### src/rtl/evlog_pkg.sv
package evlog_pkg;

  localparam int ENTRY_BYTES = 16;

  localparam logic [15:0] OFS_BASE = 16'h0010;
  localparam logic [15:0] OFS_CTRL = 16'h0018;
  localparam logic [15:0] OFS_HEAD = 16'h2010;
  localparam logic [15:0] OFS_TAIL = 16'h2018;
  localparam logic [15:0] OFS_STAT = 16'h2020;

  typedef enum logic [3:0] {
    EV_NONE          = 4'd0,
    EV_BAD_DEV_ENTRY = 4'd1,
    EV_PAGE_FAULT    = 4'd2,
    EV_DEVTAB_ERR    = 4'd3,
    EV_PGTAB_ERR     = 4'd4,
    EV_BAD_REQUEST   = 4'd5,
    EV_CMD_ERR       = 4'd6,
    EV_BAD_CMD       = 4'd7,
    EV_INVAL_TIMEOUT = 4'd8
  } evCode_e;

  typedef struct packed {
    logic [3:0]  code;
    logic [15:0] rid;
    logic [15:0] dom;
    logic [63:0] addr;
  } evRec_t;

  // strobes from control to datapath
  typedef struct packed {
    logic capture;   // latch winning record, entry write follows
    logic drop;      // ring full, discard and flag
    logic advance;   // write completed, move tail
  } ctlStrobe_t;

  function automatic logic [127:0] packEntry(evRec_t r);
    return {r.addr, 16'h0, r.dom, r.rid, 12'h0, r.code};
  endfunction

endpackage

### src/rtl/evlog_arb.sv
module evlog_arb #(
  parameter int NUM_SRC = 4,
  localparam int IDX_W = (NUM_SRC > 1) ? $clog2(NUM_SRC) : 1
) (
  input  logic [NUM_SRC-1:0] reqVec,
  output logic [NUM_SRC-1:0] gntVec,
  output logic [IDX_W-1:0]   gntIdx,
  output logic               anyReq
);

  logic [NUM_SRC:0] blocked;
  assign blocked[0] = 1'b0;

  for (genvar i = 0; i < NUM_SRC; i++) begin : g_prio
    assign gntVec[i]    = reqVec[i] & ~blocked[i];
    assign blocked[i+1] = blocked[i] | reqVec[i];
  end

  assign anyReq = blocked[NUM_SRC];

  always_comb begin
    gntIdx = '0;
    for (int i = NUM_SRC - 1; i >= 0; i--) begin
      if (reqVec[i]) gntIdx = IDX_W'(i);
    end
  end

endmodule

### src/rtl/evlog_ctrl.sv
module evlog_ctrl
  import evlog_pkg::*;
#(
  parameter int NUM_SRC = 4,
  localparam int IDX_W = (NUM_SRC > 1) ? $clog2(NUM_SRC) : 1
) (
  input  logic               clk,
  input  logic               rstN,
  input  logic [NUM_SRC-1:0] srcValid,
  input  logic               logEn,
  input  logic               logFull,
  input  logic               memWrReady,
  output logic [NUM_SRC-1:0] srcReady,
  output logic [IDX_W-1:0]   winIdx,
  output ctlStrobe_t         strobe,
  output logic               memWrValid
);

  typedef enum logic {ST_IDLE, ST_WRITE} state_e;
  state_e state, stateNext;

  logic [NUM_SRC-1:0] gntVec;
  logic               anyReq;
  logic               takeEvt;

  evlog_arb #(.NUM_SRC(NUM_SRC)) u_arb (
    .reqVec (srcValid),
    .gntVec (gntVec),
    .gntIdx (winIdx),
    .anyReq (anyReq)
  );

  assign takeEvt = (state == ST_IDLE) && logEn && anyReq;

  always_comb begin
    stateNext      = state;
    strobe         = '0;
    srcReady       = '0;
    memWrValid     = 1'b0;
    case (state)
      ST_IDLE: begin
        if (takeEvt) begin
          srcReady = gntVec;
          if (logFull) begin
            strobe.drop = 1'b1;
          end else begin
            strobe.capture = 1'b1;
            stateNext      = ST_WRITE;
          end
        end
      end
      ST_WRITE: begin
        memWrValid = 1'b1;
        if (memWrReady) begin
          strobe.advance = 1'b1;
          stateNext      = ST_IDLE;
        end
      end
      default: stateNext = ST_IDLE;
    endcase
  end

  always_ff @(posedge clk) begin
    if (!rstN) state <= ST_IDLE;
    else       state <= stateNext;
  end

  // at most one acknowledge per cycle
  p_one_grant_r6: assert property (@(posedge clk) disable iff (!rstN)
    $onehot0(srcReady));

  // no lower-index source may be waiting when one is acknowledged
  p_low_first_r6: assert property (@(posedge clk) disable iff (!rstN)
    (srcReady != '0) |-> (((srcReady - 1'b1) & srcValid) == '0));

  // disabled logging takes nothing
  p_idle_when_off_r7: assert property (@(posedge clk) disable iff (!rstN)
    !logEn |-> (srcReady == '0));

  // a dropped event is never followed by a write
  p_drop_no_write_r9: assert property (@(posedge clk) disable iff (!rstN)
    strobe.drop |=> !memWrValid);

  // write request held under back-pressure
  p_hold_valid_r12: assert property (@(posedge clk) disable iff (!rstN)
    (memWrValid && !memWrReady) |=> memWrValid);

endmodule

### src/rtl/evlog_dp.sv
module evlog_dp
  import evlog_pkg::*;
#(
  parameter int NUM_SRC = 4,
  parameter int MAX_EXP = 15,
  localparam int IDX_W  = (NUM_SRC > 1) ? $clog2(NUM_SRC) : 1,
  localparam int SLOT_W = MAX_EXP,
  localparam int PTR_W  = MAX_EXP + 4,
  localparam int EXP_W  = $clog2(MAX_EXP + 1)
) (
  input  logic                    clk,
  input  logic                    rstN,
  input  logic [NUM_SRC-1:0][3:0]  srcCode,
  input  logic [NUM_SRC-1:0][15:0] srcRid,
  input  logic [NUM_SRC-1:0][15:0] srcDom,
  input  logic [NUM_SRC-1:0][63:0] srcAddr,
  input  logic [IDX_W-1:0]        winIdx,
  input  ctlStrobe_t              strobe,
  input  logic                    regWrEn,
  input  logic [15:0]             regAddr,
  input  logic [63:0]             regWrData,
  output logic [63:0]             regRdData,
  output logic                    logEn,
  output logic                    logFull,
  output logic [63:0]             memWrAddr,
  output logic [127:0]            memWrData,
  output logic                    evtIrq
);

  logic [63:12]      baseHi;
  logic              ctlEn, ctlIrq;
  logic [EXP_W-1:0]  ctlExp;
  logic [SLOT_W-1:0] headSlot, tailSlot;
  logic              ovfFlag;
  logic [127:0]      entryReg;
  logic              irqReg;

  logic [EXP_W-1:0]  effExp;
  logic [SLOT_W-1:0] slotMask, tailNext;
  logic              wrBase, wrCtrl, wrHead, wrTail, wrStat;
  evRec_t            winRec;
  logic              unusedWrBits;

  assign unusedWrBits = ^regWrData;

  // ring geometry
  always_comb begin
    if (ctlExp == '0)                    effExp = EXP_W'(1);
    else if (ctlExp > EXP_W'(MAX_EXP))   effExp = EXP_W'(MAX_EXP);
    else                                 effExp = ctlExp;
  end

  assign slotMask = ~({SLOT_W{1'b1}} << effExp);
  assign tailNext = (tailSlot + SLOT_W'(1)) & slotMask;
  assign logFull  = (tailNext == (headSlot & slotMask));
  assign logEn    = ctlEn;

  // register decode
  assign wrBase = regWrEn && (regAddr == OFS_BASE);
  assign wrCtrl = regWrEn && (regAddr == OFS_CTRL);
  assign wrHead = regWrEn && (regAddr == OFS_HEAD);
  assign wrTail = regWrEn && (regAddr == OFS_TAIL);
  assign wrStat = regWrEn && (regAddr == OFS_STAT);

  // record selection and formatting
  always_comb begin
    winRec.code = srcCode[winIdx];
    winRec.rid  = srcRid[winIdx];
    winRec.dom  = srcDom[winIdx];
    winRec.addr = srcAddr[winIdx];
  end

  always_ff @(posedge clk) begin
    if (!rstN) begin
      baseHi   <= '0;
      ctlEn    <= 1'b0;
      ctlIrq   <= 1'b0;
      ctlExp   <= '0;
      headSlot <= '0;
      tailSlot <= '0;
      ovfFlag  <= 1'b0;
      entryReg <= '0;
      irqReg   <= 1'b0;
    end else begin
      irqReg <= strobe.advance && ctlIrq;
      if (strobe.capture) entryReg <= packEntry(winRec);
      if (strobe.advance) tailSlot <= tailNext;
      if (wrBase) baseHi <= regWrData[63:12];
      if (wrCtrl) begin
        ctlEn  <= regWrData[0];
        ctlIrq <= regWrData[1];
        ctlExp <= regWrData[8 +: EXP_W];
      end
      if (wrHead) headSlot <= regWrData[PTR_W-1:4];
      if (wrTail) tailSlot <= regWrData[PTR_W-1:4];
      if (wrStat && regWrData[0]) ovfFlag <= 1'b0;
      if (strobe.drop) ovfFlag <= 1'b1;
    end
  end

  always_comb begin
    case (regAddr)
      OFS_BASE: regRdData = {baseHi, 12'h0};
      OFS_CTRL: regRdData = 64'({ctlExp, 6'h0, ctlIrq, ctlEn});
      OFS_HEAD: regRdData = 64'({headSlot, 4'h0});
      OFS_TAIL: regRdData = 64'({tailSlot, 4'h0});
      OFS_STAT: regRdData = 64'(ovfFlag);
      default:  regRdData = '0;
    endcase
  end

  assign memWrAddr = {baseHi, 12'h0} + 64'({tailSlot, 4'h0});
  assign memWrData = entryReg;
  assign evtIrq    = irqReg;

  // overflow flag clears only by software
  p_ovf_sticky_r11: assert property (@(posedge clk) disable iff (!rstN)
    (ovfFlag && !wrStat) |=> ovfFlag);

  // tail moves only on a completed write or a software write
  p_tail_hold_r5: assert property (@(posedge clk) disable iff (!rstN)
    (!strobe.advance && !wrTail) |=> $stable(tailSlot));

  // a dropped event leaves tail in place
  p_drop_keeps_tail_r9: assert property (@(posedge clk) disable iff (!rstN)
    (strobe.drop && !wrTail) |=> $stable(tailSlot));

endmodule

### src/rtl/evlog_ring_producer.sv
module evlog_ring_producer
  import evlog_pkg::*;
#(
  parameter int NUM_SRC = 4,
  parameter int MAX_EXP = 15,
  localparam int IDX_W  = (NUM_SRC > 1) ? $clog2(NUM_SRC) : 1
) (
  input  logic                     clk,
  input  logic                     rstN,
  input  logic [NUM_SRC-1:0]       srcValid,
  input  logic [NUM_SRC-1:0][3:0]  srcCode,
  input  logic [NUM_SRC-1:0][15:0] srcRid,
  input  logic [NUM_SRC-1:0][15:0] srcDom,
  input  logic [NUM_SRC-1:0][63:0] srcAddr,
  output logic [NUM_SRC-1:0]       srcReady,
  input  logic                     regWrEn,
  input  logic [15:0]              regAddr,
  input  logic [63:0]              regWrData,
  output logic [63:0]              regRdData,
  output logic                     memWrValid,
  input  logic                     memWrReady,
  output logic [63:0]              memWrAddr,
  output logic [127:0]             memWrData,
  output logic                     evtIrq
);

  logic             logEn, logFull;
  logic [IDX_W-1:0] winIdx;
  ctlStrobe_t       strobe;

  evlog_ctrl #(.NUM_SRC(NUM_SRC)) u_ctrl (
    .clk        (clk),
    .rstN       (rstN),
    .srcValid   (srcValid),
    .logEn      (logEn),
    .logFull    (logFull),
    .memWrReady (memWrReady),
    .srcReady   (srcReady),
    .winIdx     (winIdx),
    .strobe     (strobe),
    .memWrValid (memWrValid)
  );

  evlog_dp #(.NUM_SRC(NUM_SRC), .MAX_EXP(MAX_EXP)) u_dp (
    .clk       (clk),
    .rstN      (rstN),
    .srcCode   (srcCode),
    .srcRid    (srcRid),
    .srcDom    (srcDom),
    .srcAddr   (srcAddr),
    .winIdx    (winIdx),
    .strobe    (strobe),
    .regWrEn   (regWrEn),
    .regAddr   (regAddr),
    .regWrData (regWrData),
    .regRdData (regRdData),
    .logEn     (logEn),
    .logFull   (logFull),
    .memWrAddr (memWrAddr),
    .memWrData (memWrData),
    .evtIrq    (evtIrq)
  );

  // interrupt only right after a completed write
  p_irq_after_write_r8: assert property (@(posedge clk) disable iff (!rstN)
    evtIrq |-> $past(memWrValid && memWrReady));

  // address and data stay put while stalled
  p_stall_stable_r12: assert property (@(posedge clk) disable iff (!rstN)
    (memWrValid && !memWrReady && !regWrEn) |=>
      ($stable(memWrAddr) && $stable(memWrData)));

endmodule

### config.mk
export PLATFORM = sky130hd
export DESIGN_NAME = evlog_ring_producer
export DESIGN_NICKNAME = d
export VERILOG_FILES = /design/src/rtl/evlog_pkg.sv /design/src/rtl/evlog_arb.sv /design/src/rtl/evlog_ctrl.sv /design/src/rtl/evlog_dp.sv /design/src/rtl/evlog_ring_producer.sv
export SDC_FILE = /design/constraint.sdc
export NUM_CORES = 1
export LEC_CHECK = 0
export BUFFER_PORTS_ARGS = -buffer_cell sky130_fd_sc_hd__buf_2
export CAP_MARGIN = 10
export CORE_AREA = 10 10 282 284
export CTS_BUF_LIST = sky130_fd_sc_hd__clkbuf_16
export CTS_CLUSTER_DIAMETER = 40
export DETAILED_ROUTE_END_ITERATION = 10
export DIE_AREA = 0 0 292 294
export MAX_ROUTING_LAYER = met4
export PLACE_DENSITY_LB_ADDON = 0.1
export SLEW_MARGIN = 20
export SYNTH_ARGS = -nofsm -noshare
export SYNTH_HDL_FRONTEND = slang
export SYNTH_HIERARCHICAL = 1
export SYNTH_SLANG_ARGS = --single-unit
### constraint.sdc
create_clock -name clk -period 3.2 [get_ports clk]
set_clock_uncertainty 0.2 [all_clocks]
set_input_delay 0.16 -clock clk [delete_from_list [all_inputs] [get_ports clk]]
set_output_delay 0.16 -clock clk [all_outputs]
set_load 0.01 [all_outputs]
---- Word level (Yosys, flattened, before mapping) ----
Index checks and enable logic that the tools add are counted.
storage, ports and cells
  bits in writable memories ............... 0
  output and inout port bits .............. 262
  memories kept ........................... 0
  bits in registers ....................... 191
  bits of input ports ..................... 488
  bits in read-only memories .............. 0
  word-level logic and storage cells ...... 77
  latch bits .............................. 0
cells by class
  multiply operators ...................... 0
  bitwise gates (word level) .............. 13
  div/mod/pow operators ................... 0
  $lt $le $gt $ge ......................... 2
  equality and inequality tests ........... 6
  muxes and demuxes ....................... 31
  $add $sub $neg .......................... 2
  shifts and indexed selects .............. 1
  reductions and logical operators ........ 12
operators by type and width
  kind                   count
  $pmux 64 s5            1
  $bmux 64 s2            1
  $add 64x19->64         1
  $bmux 16 s2            2
  $mux 64                1
  $eq 16x14->1 const B   3
  $eq 16x5->1 const B    2
  $mux 16                2
  $and 15x15->15         2
  $mux 15                2
  $mux 4                 5
  $add 15x1->15 const B  1
  $eq 15x15->1           1
  $not 15->15            1
  $shl 15x4->15 const A  1
  $mux 2                 6
  $logic_and 1x1->1      9
  $mux 1                 9
  $bmux 4 s2             1
  $gt 4x4->1 const B     1
  $logic_not 4->1        1
  $not 1->1              4
  $reduce_bool 2->1      2
  $and 1x1->1            3
  3 further kinds        5

---- Longest topological paths before layout ----
  word-level depth ........................ 11
  depth in mapped cells ................... 12
  mapped depth without buffers ............ 10

---- Modules after synthesis ----
The synthesis kept the hierarchy.
modules (own cells, without submodules)
  module      cells an instance  area an instance (µm²)  seq. area each (µm²)  times used
  evlog_dp    1,288              11,907.7                3,803.6               1
  evlog_ctrl  11                 96.3                    20.0                  1
  evlog_arb   11                 61.3                    0.0                   1

---- Least setup slack after synthesis ----
No wires, ideal clock.
  kind .................................... register to register
  start ................................... register u_dp.tailSlot[0]
  end ..................................... register u_dp.entryReg[127], in the netlist u_dp/memWrData[127]
  required time ........................... 2.872 ns
  path buffers ............................ 2
  path slack .............................. -0.158 ns
  period minus slack after synthesis ...... 3.358 ns
  setup time .............................. 0.128 ns
  arrival time ............................ 3.030 ns
  stages on the path, launching flop included .. 13
  path through ............................ dfxtp_1 -> ha_1 -> nand3_1 -> nor3_1 -> xnor2_1 -> o221a_2 -> a21oi_1 -> nor4bb_1 -> and4bb_1 -> buf_1 -> clkbuf_1 -> mux2i_1 -> nor2_1
RTL lines
  what                    line            source
  start, declared         evlog_dp.sv:33  logic [SLOT_W-1:0] headSlot, tailSlot;
  start signal, assigned  evlog_dp.sv:87  if (strobe.advance) tailSlot <= tailNext;
  start signal, assigned  evlog_dp.sv:95  if (wrTail) tailSlot <= regWrData[PTR_W-1:4];
  end signal, assigned    evlog_dp.sv:86  if (strobe.capture) entryReg <= packEntry(winRec);
  end, declared           evlog_dp.sv:35  logic [127:0] entryReg;

---- Worst setup path in the final report ----
  start ................................... register u_dp.tailSlot[8]
  end ..................................... output memWrAddr[52]
between the ends
  word-level cells in the longest chain between the ends .. 1
RTL lines
  what            line                       source
  $add 64x19->64  evlog_dp.sv:112            assign memWrAddr = {baseHi, 12'h0} + 64'({tailSlot, 4'h0});
  end, declared   evlog_ring_producer.sv:22  output logic [63:0] memWrAddr,
Every way passes these cells.

==> run summary <==
CP endpoint kind = output port
die area = 0.08585 mm²
Final Hold Viols = 0
Initial Util = 16.32%
max-slew violations = 0
Routed WL per cell = 21.42 µm
initial drt markers = 581
Fill cells = 7996
layout cells sized above 1 = 44.68%
VDD IR-drop max = 0.3303 mV
CP startpoint kind = register
WHS = 0.02455 ns
FFs w/ async S/R, synth = 0%
final setup TNS = -0.003649 ns
CTS Sinks = 191
status = finished, violations left
number of synthesized flops with an enable pin = 0
register area share after synthesis = 31.69%
Worst slew margin = 55.80%
Post-Route WL = 70570 µm
simple-gate share of the synthesized area = 19.48%
unrepaired setup endpoints after global routing = true
post-synthesis mux area share = 27.13%
CP required = 2.84 ns
CP max FO = 7
Max Clk Rate = 0.3121 GHz
Die H = 294 µm
H-tree levels = 4
failing checks = negative setup slack
largest area contributor in the netlist = dfxtp_1
sequential cell area = 0.003850 mm²
Tmin final = 3.204 ns
worst setup margin = -0.003649 ns
period utilization = 100.1%
pre-CTS setup slack = -0.2577 ns
synth top area cells = dfxtp_1 32%, mux4_2 19%, mux2i_1 8.5%
Reg clk slew, reported paths = 0.08 ns
total CTS buffers = 17
Layout area overhead = 72.50%
Post-DP Area = 0.01708 mm²
synthesized flop and latch total = 191
CTS tree = built
via count = 13843
Core Region = 0.07395 mm²
min-delay worst type = in -> reg
vias in the first global route = 15336
Setup Viol. Count Final = 1
IO buf count = 713
syn_area_per_cell = 9.210 µm²
pin count of the biggest net entering global routing = 67
number of nets in the layout = 2796
GRT Total Usage = 16.28%
post-synthesis compound-gate area fraction = 8.006%
worst-margin pin slew = 0.6630 ns
most common cell in the netlist = dfxtp_1
worst skew pair latency = 0.50 ns
Placer Congestion = 0.8213
synth unique cells = 63
IO Count = 750
multi-input logic area = 0.007848 mm²
largest family of logic cells by synthesized area = multiplexers
first-pass GRT wire length = 101700 µm
Finished Cell Area = 0.02081 mm²
Max Cap Viol = 0
hpwl dp = 57450 µm
Pwr Density = 278.4 mW/mm²
Remaining DRCs = 0
leak pwr = 9.051 nW
Clock Tree Root = clkbuf_16
detailed-route vias per instance = 4.202
drt pass-1 iters = 5
top cells by count, synth = 191 x dfxtp_1, 168 x nand2_1, 146 x nor2_1, 102 x mux2i_1, 100 x mux4_2
synthesized area = 0.01207 mm²
Arr. time, crit path = 2.84 ns
antenna violations before repair = 19
Clock Path Buffers = 2
row count = 100
DIE WIDTH = 292 µm
Post-Synth Adder-Cell Area = 0.9955%
WS Path Type = reg -> out
XOR/XNOR Fraction of Synth Area = 5.662%
grt ovf = 0
Antenna Violating Nets Remaining = 0
commonest register cell after synthesis = dfxtp_1
top-area cell type share of the netlist area = 31.69%
Post-Synthesis Cells = 1310
synth warn = 6
-- where the power goes --
part	leakage (nW)	switching, mW	internal, mW
combinational	7.23	0.406	0.738
clock	0.279	1.12	1.16
sequential	1.55	0.0000156	2.37
total	9.05	1.52	4.27
-- per-layer routing --
layer	global-route usage [%]	up-vias	wire, µm
li1	-	6582	-
met1	17.02	6725	26830
met2	29.52	474	37660
met3	4.834	62	4743
met4	4.263	0	1340
met5	-	-	0
-- per-stage QoR --
stage          power, mW  instances  utilization [%]
4_1_cts            5.933       3273            27.67
2_1_floorplan      2.829       1343                -
5_1_grt            6.071       3292            28.14
6_report           5.794       3294            28.15
3_3_place_gp       3.253       2977            23.10
3_5_place_dp       3.260       2977            23.10
-- final timing paths --
check / startpoint / end / slack (ns) / depth (start not counted)
hold reg to reg: u_dp/baseHi[52] / u_dp/baseHi[52] / 0.26 / 2
setup reg to reg: u_dp/ctlExp[1] / u_dp/memWrData[38] / 0.12 / 12
setup / recovery: u_dp/tailSlot[8] / memWrAddr[52] / -0.004 / 10
hold / removal: srcRid[5] / u_dp/memWrData[21] / 0.02 / 4
-- kinds of logic (layout without fill, tap and decap cells) --
logic type,count (synthesis),in the layout
simple gates,493,494
buf+inv,175,1143
other cells,1,47
fa+ha+maj,9,9
mux,202,202
xor+xnor,78,78
flops,191,191
compound gates,161,161
-- flip-flops by register name, indices dropped and copies added (netlist names) --
register,flops
u_dp/headSlot,15
u_ctrl/state,1
u_dp/evtIrq,1
u_dp/ovfFlag,1
u_dp/ctlExp,4
u_dp/memWrData,100
u_dp/tailSlot,15
u_dp/ctlIrq,1
u_dp/baseHi,52
u_dp/logEn,1
-- final cells by class --
| class | count | share of cell area (%) |
|---|---|---|
| Tap cell | 969 | 5.825 |
| Clock buffer | 17 | 2.044 |
| Timing Repair Buffer | 1076 | 34.36 |
| Multi-Input combinational cell | 978 | 37.71 |
| Clock inverter | 15 | 0.7575 |
| Sequential cell | 191 | 18.50 |
| Inverter | 35 | 0.6553 |
| Antenna cell | 13 | 0.1563 |
-- layout by cell type (no fill, tap or decap), types with 10 or more instances in the layout --
cell           Yosys  routed
a21oi_1           97      93
diode_2            0      13
nand4_1           11      11
buf_4             48      87
nand3_1           29      27
o21ai_0           16      16
mux4_2           100     100
a211oi_1          10      10
dfxtp_2            0      12
conb_1             1      34
a222oi_1          11      11
buf_2              6     710
buf_12             0      10
xor2_1            36      35
nor4_1            23      18
mux2i_1          102      98
xnor2_1           42      38
dlygate4sd3_1      0     256
nor3_1            26      16
clkbuf_16          0      19
nor2_1           146     141
dfxtp_1          191     176
inv_1             34      34
nand2_1          168     166
and2_1            42      41
-- repair_timing --
| action | CTS | global route |
|---|---|---|
| endpoints found under the setup margin | 142 | 173 |
| buffers inserted | 7 | 6 |
| pin swaps | 10 | 13 |
| hold buffers | 256 | 0 |
| gates resized for setup | 38 | 57 |
| endpoints found under the hold margin | 184 | 0 |
| gates cloned | 1 | 2 |
-- critical path, cell delays in order (launching register included) --
cell     delay [ns]
dfxtp_4        0.36
ha_4           0.16
fa_2           0.35
a21o_1         0.22
a21o_1         0.21
a32o_2         0.38
nand2_2        0.12
buf_6          0.13
nor3_1         0.06
xnor2_1        0.18
buf_2          0.17
(Power assumes the default switching activity.)
